`src/rtl/ser21_pkg.sv`:
```
// Package: shared constants and the frame clock shape for the three-lane serializer.
// Assumes the slot count per frame is at least 2*FCLK_HEAD+1.
package ser21_pkg;

    localparam int unsigned LANES_DEF = 3;
    localparam int unsigned SLOTS_DEF = 7;
    localparam int unsigned FCLK_HEAD = 2;

    // Level of the frame clock in a given slot: high at both ends of a frame.
    function automatic logic frame_level(input int unsigned slot, input int unsigned slots);
        return (slot < FCLK_HEAD) || (slot >= slots - FCLK_HEAD);
    endfunction

endpackage

```
`src/rtl/ser_slot_timer.sv`:
```
// Module: free-running bit-slot counter, 0..SLOTS-1, wrapping every frame.
// Assumes it is clocked by the bit clock; it never stalls.
module ser_slot_timer #(
    parameter int unsigned SLOTS = 7,
    localparam int unsigned SW = $clog2(SLOTS)
) (
    input  logic          clk_i,
    input  logic          rst_n_i,
    output logic [SW-1:0] slot_o,
    output logic          last_o
);

    assign last_o = (slot_o == SW'(SLOTS - 1));

    // Advance one slot per bit clock, wrapping at the end of the frame.
    always_ff @(posedge clk_i) begin
        if (!rst_n_i) begin
            slot_o <= '0;
        end else if (last_o) begin
            slot_o <= '0;
        end else begin
            slot_o <= slot_o + SW'(1);
        end
    end

    p_wrap_r5: assert property (@(posedge clk_i) disable iff (!rst_n_i)
        last_o |=> (slot_o == '0));
    p_advance_r5: assert property (@(posedge clk_i) disable iff (!rst_n_i)
        !last_o |=> (slot_o == $past(slot_o) + SW'(1)));
    p_range_r5: assert property (@(posedge clk_i) disable iff (!rst_n_i)
        (int'(slot_o) < SLOTS));

endmodule

```
`src/rtl/ser_word_capture.sv`:
```
// Module: detects a rising edge of the sampled parallel clock and holds the word.
// Assumes pclk_i is synchronous to the bit clock (derived from the same source).
module ser_word_capture #(
    parameter int unsigned WIDTH = 21
) (
    input  logic             clk_i,
    input  logic             rst_n_i,
    input  logic             pclk_i,
    input  logic [WIDTH-1:0] word_i,
    output logic [WIDTH-1:0] hold_o
);

    logic pclk_q;
    logic rise;

    assign rise = pclk_i & ~pclk_q;

    // Remember the previous parallel clock level for edge detection.
    always_ff @(posedge clk_i) begin
        if (!rst_n_i) begin
            pclk_q <= 1'b0;
        end else begin
            pclk_q <= pclk_i;
        end
    end

    // Take the input word only on a detected rising edge.
    always_ff @(posedge clk_i) begin
        if (!rst_n_i) begin
            hold_o <= '0;
        end else if (rise) begin
            hold_o <= word_i;
        end
    end

    p_take_r1: assert property (@(posedge clk_i) disable iff (!rst_n_i)
        rise |=> (hold_o == $past(word_i)));
    p_keep_r1: assert property (@(posedge clk_i) disable iff (!rst_n_i)
        !rise |=> $stable(hold_o));

endmodule

```
`src/rtl/ser_lane_shifter.sv`:
```
// Module: one serial lane; loads a slice at the frame boundary, shifts LSB first.
// Assumes load_i pulses once per frame, on the edge closing the last slot.
module ser_lane_shifter #(
    parameter int unsigned SLOTS = 7
) (
    input  logic             clk_i,
    input  logic             rst_n_i,
    input  logic             load_i,
    input  logic [SLOTS-1:0] par_i,
    output logic             bit_o
);

    logic [SLOTS-1:0] sh_q;

    assign bit_o = sh_q[0];

    // Load a fresh slice at the boundary, otherwise move to the next bit.
    always_ff @(posedge clk_i) begin
        if (!rst_n_i) begin
            sh_q <= '0;
        end else if (load_i) begin
            sh_q <= par_i;
        end else begin
            sh_q <= sh_q >> 1;
        end
    end

    p_load_r4: assert property (@(posedge clk_i) disable iff (!rst_n_i)
        load_i |=> (sh_q == $past(par_i)));
    p_shift_r2: assert property (@(posedge clk_i) disable iff (!rst_n_i)
        !load_i |=> (sh_q == ($past(sh_q) >> 1)));

endmodule

```
`src/rtl/ser21_lane_tx.sv`:
```
// Module: top of the three-lane serializer with frame clock and power-down.
// Assumes clk_bit_i is already multiplied to LANES' slot rate and locked to
// pclk_i; pads are modelled as data plus output enable.
module ser21_lane_tx
    import ser21_pkg::*;
#(
    parameter int unsigned LANES = LANES_DEF,
    parameter int unsigned SLOTS = SLOTS_DEF,
    localparam int unsigned WIDTH = LANES * SLOTS,
    localparam int unsigned SW = $clog2(SLOTS)
) (
    input  logic             clk_bit_i,
    input  logic             rst_n_i,
    input  logic             lock_i,
    input  logic             pclk_i,
    input  logic [WIDTH-1:0] word_i,
    input  logic             pwrdn_n_i,
    output logic [LANES-1:0] lane_d_o,
    output logic [LANES-1:0] lane_oe_o,
    output logic             fclk_o,
    output logic             fclk_oe_o
);

    logic [SW-1:0]    slot;
    logic             slot_last;
    logic [WIDTH-1:0] hold;
    logic             lock_seen_q;
    logic             oe_q;

    ser_slot_timer #(.SLOTS(SLOTS)) u_timer (
        .clk_i   (clk_bit_i),
        .rst_n_i (rst_n_i),
        .slot_o  (slot),
        .last_o  (slot_last)
    );

    ser_word_capture #(.WIDTH(WIDTH)) u_capture (
        .clk_i   (clk_bit_i),
        .rst_n_i (rst_n_i),
        .pclk_i  (pclk_i),
        .word_i  (word_i),
        .hold_o  (hold)
    );

    for (genvar k = 0; k < LANES; k++) begin : g_lane
        ser_lane_shifter #(.SLOTS(SLOTS)) u_lane (
            .clk_i   (clk_bit_i),
            .rst_n_i (rst_n_i),
            .load_i  (slot_last),
            .par_i   (hold[k*SLOTS +: SLOTS]),
            .bit_o   (lane_d_o[k])
        );
    end

    assign fclk_o = frame_level(int'(slot), SLOTS);

    // Sticky record that the bit clock has reported lock since reset.
    always_ff @(posedge clk_bit_i) begin
        if (!rst_n_i) begin
            lock_seen_q <= 1'b0;
        end else if (lock_i) begin
            lock_seen_q <= 1'b1;
        end
    end

    // Registered output enable: needs lock seen and power-down released.
    always_ff @(posedge clk_bit_i) begin
        if (!rst_n_i) begin
            oe_q <= 1'b0;
        end else begin
            oe_q <= lock_seen_q & pwrdn_n_i;
        end
    end

    assign lane_oe_o = {LANES{oe_q}};
    assign fclk_oe_o = oe_q;

    p_pd_quiet_r6: assert property (@(posedge clk_bit_i) disable iff (!rst_n_i)
        !pwrdn_n_i |=> ((lane_oe_o == '0) && !fclk_oe_o));
    p_lock_gate_r7: assert property (@(posedge clk_bit_i) disable iff (!rst_n_i)
        !lock_seen_q |=> !fclk_oe_o);
    p_lock_sticky_r7: assert property (@(posedge clk_bit_i) disable iff (!rst_n_i)
        lock_seen_q |=> lock_seen_q);
    p_fclk_fall_r3: assert property (@(posedge clk_bit_i) disable iff (!rst_n_i)
        $fell(fclk_o) |-> (slot == SW'(FCLK_HEAD)));
    p_fclk_rise_r3: assert property (@(posedge clk_bit_i) disable iff (!rst_n_i)
        $rose(fclk_o) |-> (slot == SW'(SLOTS - FCLK_HEAD)));

endmodule

```
`config.mk`:
```
export PLATFORM = sky130hd
export DESIGN_NAME = ser21_lane_tx
export DESIGN_NICKNAME = d
export VERILOG_FILES = /design/src/rtl/ser21_pkg.sv /design/src/rtl/ser_slot_timer.sv /design/src/rtl/ser_word_capture.sv /design/src/rtl/ser_lane_shifter.sv /design/src/rtl/ser21_lane_tx.sv
export SDC_FILE = /design/constraint.sdc
export NUM_CORES = 1
export LEC_CHECK = 0
export ABC_AREA = 1
export CAP_MARGIN = 20
export CORE_MARGIN = 5
export CORE_UTILIZATION = 56
export CTS_CLUSTER_SIZE = 10
export DETAILED_ROUTE_END_ITERATION = 8
export PLACE_DENSITY = 0.84
export SLEW_MARGIN = 20
export SYNTH_ARGS = -nofsm -noshare
export SYNTH_HDL_FRONTEND = slang
export SYNTH_SLANG_ARGS = --single-unit
```
`constraint.sdc`:
```
create_clock -name clk_bit_i -period 2.35 [get_ports clk_bit_i]
set_input_delay 0.3525 -clock clk_bit_i [delete_from_list [all_inputs] [get_ports clk_bit_i]]
set_output_delay 0.3525 -clock clk_bit_i [all_outputs]
set_load 0.03 [all_outputs]
```
==> metrics.txt, run 1 <==
grt total ovfl=0; H-tree levels=2; vias in the first global route=about 1300; Site Rows=21; PnR worst setup slack=0.2070 ns; Unique masters post-synth=17; Post-CTS Setup Bufs=0; CORE AREA=between 3000 and 4000 um^2; top-area cell type share of the netlist area=0.4827; Layout Area Growth over Synthesis=15.40%; critical path arrival=~1.8 ns; largest net degree at the start of global routing=23; GPL Wtd Cong=between 0.7 and 0.8; Global Route met2 Usage=0.2373; slew margin rel.=0.5646; CTS hold repair buffers=0; first-pass GRT wire length=around 5.5 mm; Synth area leaders=dfxtp_1 48%, nand2_1 11%, nor2_1 10%; total track usage=0.1404; routed vias/inst=approximately 4.6; Post-CTS Resized=0; Die Y-Extent=~70 um; Root Buffer=clkbuf_4; syn avg cell area=7.627 um^2; Longest Clk Path Bufs=2; Clock Sink Count=48; Post-DRT Antenna Nets=0; DIE AREA=4847 um^2; Port Buffers=33; Placed Area=2251 um^2; post-route setup TNS=0 ns; sequential fraction of the synthesis area=0.4827; crit path kind=flip-flop to output pin; Initial Util=0.5873; Pleak=1.123 nW; CP max stage delay=approximately 0.68 ns; clk_skew=about 0.0078 ns; initial drt markers=between 70 and 80; share of cells above drive strength 1=0.09123; crit end category=output pin; WP buf/inv=1; pre-CTS WS=around 0.60 ns; maximum VDD drop=between 0.3 and 0.4 mV; most used routing layer=met2; mapped cell area=approximately 2000 um^2; Clock Pin Slew Worst Setup and Hold Paths=0.13 ns; CP cell instances=ha_1, nor2_1, a21oi_1, clkdlybuf4s50_1; r2r setup slk=0.77 ns; commonest non-fill, non-tap cell in the layout=nand2_1; Finished Cell Area=2297 um^2; CP Launch Type=flip-flop; run status=finished clean; Critical Path RT=approximately 2.0 ns; post-synth top area cell=dfxtp_1; ANT cells=0; worst slew pin tran=between 0.6 and 0.7 ns; Final Hold Slack=0.4268 ns; Fmax=approximately 470 MHz; P per Cell Area=607.4 nW/um^2; vias=1537; total CTS buffers=5; WL/cell=9.982 um; first drt pass iteration count=4; Synth Instances=about 260; CP max FO=5; DIE WIDTH=69.62 um; post-DP HPWL=2.215 mm; Hold Crit Class=primary input to flip-flop; Final Cycle Share=0.9119; synthesis-stage register bit count=48; met1 Use GR=0.1607; CTS tree=built; initial antenna violation count=0; total power=approximately 0.0014 W; commonest cells after routing, fill and taps aside=60 x nand2_1, 54 x nor2_1, 48 x dfxtp_1, 32 x clkdlybuf4s50_1, 30 x inv_1; min cycle time layout=roughly 2.1 ns; largest delay contributor family on the critical path=buffers and inverters; Final Hold Viols=0; Mapped Nets=slightly below 300; nets@finish=314; critical path's slowest cell=clkdlybuf4s50_1; fin. max-slew vios=0; final setup vio count=0; Max-cap violations=0; Clk Latency, worst-skew pair=between 0.3 and 0.4 ns; drt total wl=around 3.3 mm; unrepaired setup endpoints after global routing=no; grt met3 use=0.05362; number of top-level design ports=34; Post-route DRC=0; synth warn=0
registers in the layout, indices dropped and copies added (netlist names):
name,flops
u_capture.pclk_q,1
u_timer.slot_o,3
u_capture.hold_o,21
lock_seen_q,1
fclk_oe_o,1
g_lane.u_lane.sh_q,21
cell families after synthesis:
| kind of cell | Yosys count | share of synthesized area |
|---|---|---|
| and+or+nand+nor | 156 | 0.3545 |
| xor gates and xnor gates | 1 | 0.004401 |
| buffers and inverters | 52 | 0.1370 |
| adders and majority gates | 3 | 0.01886 |
| AOI/OAI and AO/OA | 1 | 0.002512 |
| DFF | 48 | 0.4827 |
stage by stage:
step	instances	utilization
floorplan	261	-
global placement	324	0.6641
detailed placement	324	0.6641
CTS	331	0.6777
global route	331	0.6777
finish	331	0.6777
power by group:
| group | switching (W) | internal (W) | leakage (nW) |
|---|---|---|---|
| clock | 0.000238 | 0.000111 | 0.0281 |
| sequential | 0.0000198 | 0.000850 | 0.393 |
| combinational | 0.0000923 | 0.0000844 | 0.702 |
path summary, 6_finish.rpt:
| path | start | to | cells past startpoint |
|---|---|---|---|
| max reg2reg | u_timer.slot_o[0] | g_lane[2].u_lane.sh_q[6] | 6 |
| min | rst_n_i | u_capture.hold_o[17] | 3 |
| max | u_timer.slot_o[0] | fclk_o | 4 |
| min reg2reg | u_capture.hold_o[13] | g_lane[1].u_lane.sh_q[6] | 2 |
layer usage:
layer | share of wire | wire, um | vias up
met3 | 0.059 | 194 | 5
met5 | 0 | 0 | -
met2 | 0.48 | 1589 | 30
met1 | 0.44 | 1465 | 678
li1 | - | - | 824
met4 | 0.017 | 55 | 0
Yosys cell counts:
master / n
nor2_2: 1
buf_6: 2
nor2_8: 1
buf_12: 1
nand3_2: 10
ha_1: 3
nand3_1: 29
nand2_1: 60
nand2_2: 1
nor2_1: 54
inv_2: 2
a21oi_1: 1
buf_4: 10
dfxtp_1: 48
inv_1: 30
xnor2_1: 1
buf_2: 7
worst reg2reg max path, delay by kind of cell, from the launching register on:
| kind | cells | cell delay, ns |
|---|---|---|
| simple gates | 3 | 0.79 |
| fa+ha+maj | 1 | 0.15 |
| flops | 1 | 0.37 |
| buf+inv | 2 | 0.20 |
layout make-up:
cell class	instances	area (um^2)
multi-input combinational	161	757.0
clock buffer	6	41.29
fill	289	1092
timing repair buffer	37	355.3
tap	46	57.56
inverter	32	120.1
sequential	48	960.9
clock inverter	1	5.005
Power figures use the tool's default switching activity.
==> run 2: changes to the inputs <==
==> constraint.sdc (replaced) <==
create_clock -name clk_bit_i -period 2.35 [get_ports clk_bit_i]
set_input_delay 0.3525 -clock clk_bit_i [delete_from_list [all_inputs] [get_ports clk_bit_i]]
set_output_delay 0.3525 -clock clk_bit_i [all_outputs]
set_load 0.1 [all_outputs]
==> run 2 against run 1 <==
Net effect:
- flip-flop and latch count unchanged
- final cell count is 0.30% higher
- first-iteration DRC count rose by 12%
- hold slack got worse by 0.13 ns
- clock-buffer cell count rose by 2
- critical endpoint unchanged
==> metrics.txt, run 2 (synthesized netlist as in run 1, its figures left out) <==
run status=finished clean; Max-cap violations=0; CP max FO=4; met1 wire length=roughly 1.5 mm; nets@finish=approximately 310; total power=around 0.0015 W; Crit path depth=5; Flop pwr share=0.595; Reg2Reg Depth=5; crit end category=output pin; post-route setup TNS=0 ns; unrepaired setup endpoints after global routing=no; clk_skew=a little over 0.008 ns; Internal=between 0.001 and 0.0015 W; grt total ovfl=0; Site Rows=21; Sw Ratio=0.2607; first-pass GRT wire length=6.182 mm; met2 WL=around 1.7 mm; Final Hold Viols=0; Post-CTS Setup Bufs=0; first drt pass iteration count=4; Pleak=~1.1 nW; post-DP HPWL=2.314 mm; CP cell instances=inv_1, ha_1, nor2_1, a21oi_2, buf_4; Critical Path RT=about 2 ns; fin. max-slew vios=0; Hold Crit Class=primary input to flip-flop; # fillers=301; drt total wl=3.460 mm; number of top-level design ports=34; CTS hold repair buffers=0; Clk Latency, worst-skew pair=between 0.3 and 0.4 ns; routed vias/inst=around 4.7; Net Sw Power=roughly 0.00038 W; share of cells above drive strength 1=0.1224; commonest cells after routing, fill and taps aside=60 x nand2_1, 54 x nor2_1, 48 x dfxtp_1, 30 x inv_1, 29 x nand3_1; Initial Util=0.5873; H-tree levels=2; WL/cell=10.42 um; Final Cycle Share=0.7571; commonest non-fill, non-tap cell in the layout=nand2_1; Clock Pin Slew Worst Setup and Hold Paths=~0.12 ns; largest net degree at the start of global routing=38; largest delay contributor family on the critical path=flip-flops; WP buf/inv=2; CP Launch Type=flip-flop; total CTS buffers=5; vias=around 1600; clock power share=0.265; P per Cell Area=637.6 nW/um^2; DIE WIDTH=roughly 70 um; crit path kind=flip-flop to output pin; CTS tree=built; initial drt markers=84; Post-CTS Resized=0; Port Buffers=33; final setup vio count=0; total track usage=0.1538; Root Buffer=clkbuf_4; GPL Wtd Cong=about 0.76; combinational share of power=0.140; critical path's slowest cell=dfxtp_1; Max Used Layer=met4; Longest Clk Path Bufs=2; worst slew pin tran=between 0.6 and 0.7 ns; maximum VDD drop=around 0.28 mV; Multi-input gate area=760.7 um^2; CORE AREA=between 3000 and 4000 um^2; DIE AREA=slightly below 5000 um^2; largest registers=g_lane.u_lane.sh_q x21, u_capture.hold_o x21, u_timer.slot_o x3; Clock Sink Count=48; Die Y-Extent=69.62 um; Fmax=approximately 560 MHz; met3 routed WL=roughly 200 um; Post-DRT Antenna Nets=0; ANT cells=0; min cycle time layout=around 1.8 ns; FF/Latch Area=960.9 um^2; critical path arrival=1.43 ns; CP max stage delay=0.41 ns; vias in the first global route=around 1500; Hold Path Stages=3; Layout Area Growth over Synthesis=15.21%; initial antenna violation count=0; Post-route DRC=0; slew margin rel.=0.5573
[run 2: stage by stage]
step	utilization	std cells	setup WS, ns	cell area (um^2)	hold WS, ns
after detailed placement	0.6593	324	0.5730	2235	0.4167
after floorplan	-	261	0.5783	1994	0.4087
after global routing	0.6766	332	0.5031	2293	0.2918
final	0.6766	332	0.5707	2293	0.3013
after global placement	0.6593	324	0.6279	2235	0.4136
after CTS	0.6766	332	0.5614	2293	0.2925
[run 2: path summary, 6_finish.rpt]
| kind | startpoint | to | slack [ns] |
|---|---|---|---|
| max | u_timer.slot_o[1] | fclk_o | 0.57 |
| min | rst_n_i | g_lane[2].u_lane.sh_q[2] | 0.30 |
| max reg2reg | u_timer.slot_o[1] | g_lane[2].u_lane.sh_q[6] | 0.73 |
| min reg2reg | u_capture.hold_o[13] | g_lane[1].u_lane.sh_q[6] | 0.43 |
[run 2: tightest hold or removal path, stage by stage]
cell and delay [ns]:
buf_2 0.15, nand3_2 0.08, nand2_1 0.04
[run 2: area by class of cell]
type / instances / share of cell area
Sequential cell: 48 / 0.4190
Multi-Input combinational cell: 161 / 0.3317
Timing Repair Buffer: 37 / 0.1462
Inverter: 32 / 0.05237
Clock buffer: 8 / 0.02564
Tap cell: 46 / 0.02510
[run 2: layer usage]
layer	vias up	GRT usage
met3	8	0.04348
met5	-	0
met1	690	0.1658
li1	823	-
met4	0	0.06596
met2	31	0.2786
[run 2: power groups by stage]
stage                     sequential, W  combinational, W  clock [W]
after floorplan                0.000888          0.000142          0
after global placement         0.000887          0.000201          0
after detailed placement       0.000889          0.000207          0
after CTS                      0.000871          0.000207   0.000395
after global routing           0.000876          0.000230   0.000429
final                          0.000870          0.000205   0.000387
==> run 3: changes to the inputs <==
Settings changed: CORE_UTILIZATION 56 to 47, PLACE_DENSITY 0.84 to 0.75.
Clock period 2.35 ns to 1.6 ns, I/O delays scaled along.
==> run 3 against run 2 <==
Net effect:
- clock-buffer cell count down 2
- clock power up 120%
- register-to-register slack worse by 0.50 ns
- first-iteration DRC count down 30%
- cell area up 8.4%
- sequential power up 47%
- sequential share of layout area down 3.0 points
- critical path depth unchanged
- power up 68%
- wire length down 3.2%
- combinational power up 61%
==> metrics.txt, run 3 (synthesized netlist as in run 1, its figures left out) <==
Clk Latency, worst-skew pair=0.30 ns; crit end category=output pin; CTS tree=built; nets@finish=317; Root Buffer=clkbuf_8; Post-route DRC=0; critical path's slowest cell=dfxtp_4; Critical Path RT=between 1 and 1.5 ns; r2r setup slk=around 0.23 ns; GPL Wtd Cong=about 0.73; Final Cycle Share=0.9701; P per Cell Area=986.0 nW/um^2; slew margin rel.=0.6898; WL/cell=roughly 10 um; total track usage=0.1298; Finished Cell Area=2486 um^2; largest net degree at the start of global routing=42; Initial Util=0.4906; Pleak=approximately 1.2 nW; min cycle time layout=about 1.6 ns; Fmax=about 640 MHz; Final Hold Viols=0; Layout Area Growth over Synthesis=24.89%; ANT cells=0; Max-cap violations=0; initial drt markers=59; CP max stage delay=between 0.3 and 0.4 ns; Die Y-Extent=75.08 um; CP Launch Type=flip-flop; run status=finished clean; largest registers=g_lane.u_lane.sh_q x21, u_capture.hold_o x21, u_timer.slot_o x3; vias=approximately 1600; DIE WIDTH=75.08 um; commonest cells after routing, fill and taps aside=60 x nand2_1, 53 x nor2_1, 45 x dfxtp_1, 30 x inv_1, 29 x nand3_1; grt total ovfl=0; Port Buffers=33; H-tree levels=2; CP cell instances=inv_1, ha_1, nor2_2, a21oi_4, buf_12; Site Rows=23; post-DP HPWL=between 2 and 2.5 mm; Clock Sink Count=48; clk_skew=between 0.006 and 0.007 ns; CORE AREA=4058 um^2; final setup vio count=0; critical path arrival=approximately 1.3 ns; Longest Clk Path Bufs=2; initial antenna violation count=0; Post-DRT Antenna Nets=0; Clock Pin Slew Worst Setup and Hold Paths=roughly 0.080 ns; # fillers=369; pre-CTS WS=roughly 0.20 ns; commonest non-fill, non-tap cell in the layout=nand2_1; total CTS buffers=5; Util after Layout=0.6127; first drt pass iteration count=4; share of cells above drive strength 1=0.1488; number of top-level design ports=34; fin. max-slew vios=0; PnR worst setup slack=between 0.04 and 0.05 ns; Hold Crit Class=primary input to flip-flop; maximum VDD drop=0.7689 mV; first-pass GRT wire length=5.623 mm; Placed Area=between 2000 and 2500 um^2; DIE AREA=5637 um^2; CP max FO=4; routed vias/inst=~4.6; crit path kind=flip-flop to output pin; worst slew pin tran=0.4653 ns; vias in the first global route=approximately 1300; drt total wl=about 3.3 mm
-- run 3: cell count changes in the layout (fill, tap and decap cells not counted), sizes merged --
| cell | change |
|---|---|
| buf | +3 |
| clkbuf | -2 |
| bufinv | +1 |
| clkinv | +1 |
-- run 3: through the flow --
stage / setup TNS, ns / hold WS (ns) / power [W] / instances
global placement: 0 / 0.4119 / 0.001626 / 330
finish: 0 / 0.2300 / 0.002451 / 339
CTS: 0 / 0.2293 / 0.002464 / 338
global route: -0.02304 / 0.2564 / 0.002562 / 339
floorplan: 0 / 0.3531 / 0.001519 / 261
detailed placement: 0 / 0.4214 / 0.001635 / 330
-- run 3: where the power goes --
group / switching, W / internal, W / total [W]
Sequential: 0.0000321 / 0.00125 / 0.00128
Clock: 0.000377 / 0.000464 / 0.000840
Combinational: 0.000182 / 0.000149 / 0.000331
-- run 3: cell type report --
class	count	area [um^2]	area share
flip-flops and latches	48	967.2	0.3890
multi-input cells	161	770.7	0.3100
repair buffers	40	457.9	0.1842
inverters	32	120.1	0.04831
clock buffers	6	72.57	0.02919
well taps	50	62.56	0.02516
clock inverters	2	35.03	0.01409
-- run 3: worst max-delay path, delay by kind of cell, from the launching register on --
| kind | cells | cell delay, ns |
|---|---|---|
| flops | 1 | 0.36 |
| buf+inv | 2 | 0.22 |
| simple gates | 1 | 0.17 |
| fa+ha+maj | 1 | 0.19 |
| compound gates | 1 | 0.08 |
-- run 3: timing repair --
action / in CTS / in global routing
endpoints found under the hold margin: 0 / 0
gates resized for setup: 1 / 3
hold buffers: 0 / 0
buffers inserted: 0 / 1
setup endpoints to repair: 1 / 1
pin swaps: 0 / 1
-- run 3: final timing paths --
kind                                                  to  depth (start not counted)              start
worst max register to register  g_lane[0].u_lane.sh_q[0]                          6  u_timer.slot_o[0]
worst max-delay path                              fclk_o                          5  u_timer.slot_o[1]
worst min-delay path                           fclk_oe_o                          3            rst_n_i
worst min register to register                 fclk_oe_o                          2        lock_seen_q
-- run 3: metal layers --
metal / wire length [um] / GRT usage / share of wire / up-vias
met3: 181 / 0.04539 / 0.054 / 4
met4: 34 / 0.04348 / 0.010 / 0
met1: 1471 / 0.1563 / 0.44 / 693
li1: - / - / - / 828
met5: 0 / 0 / 0 / -
met2: 1662 / 0.2157 / 0.50 / 26
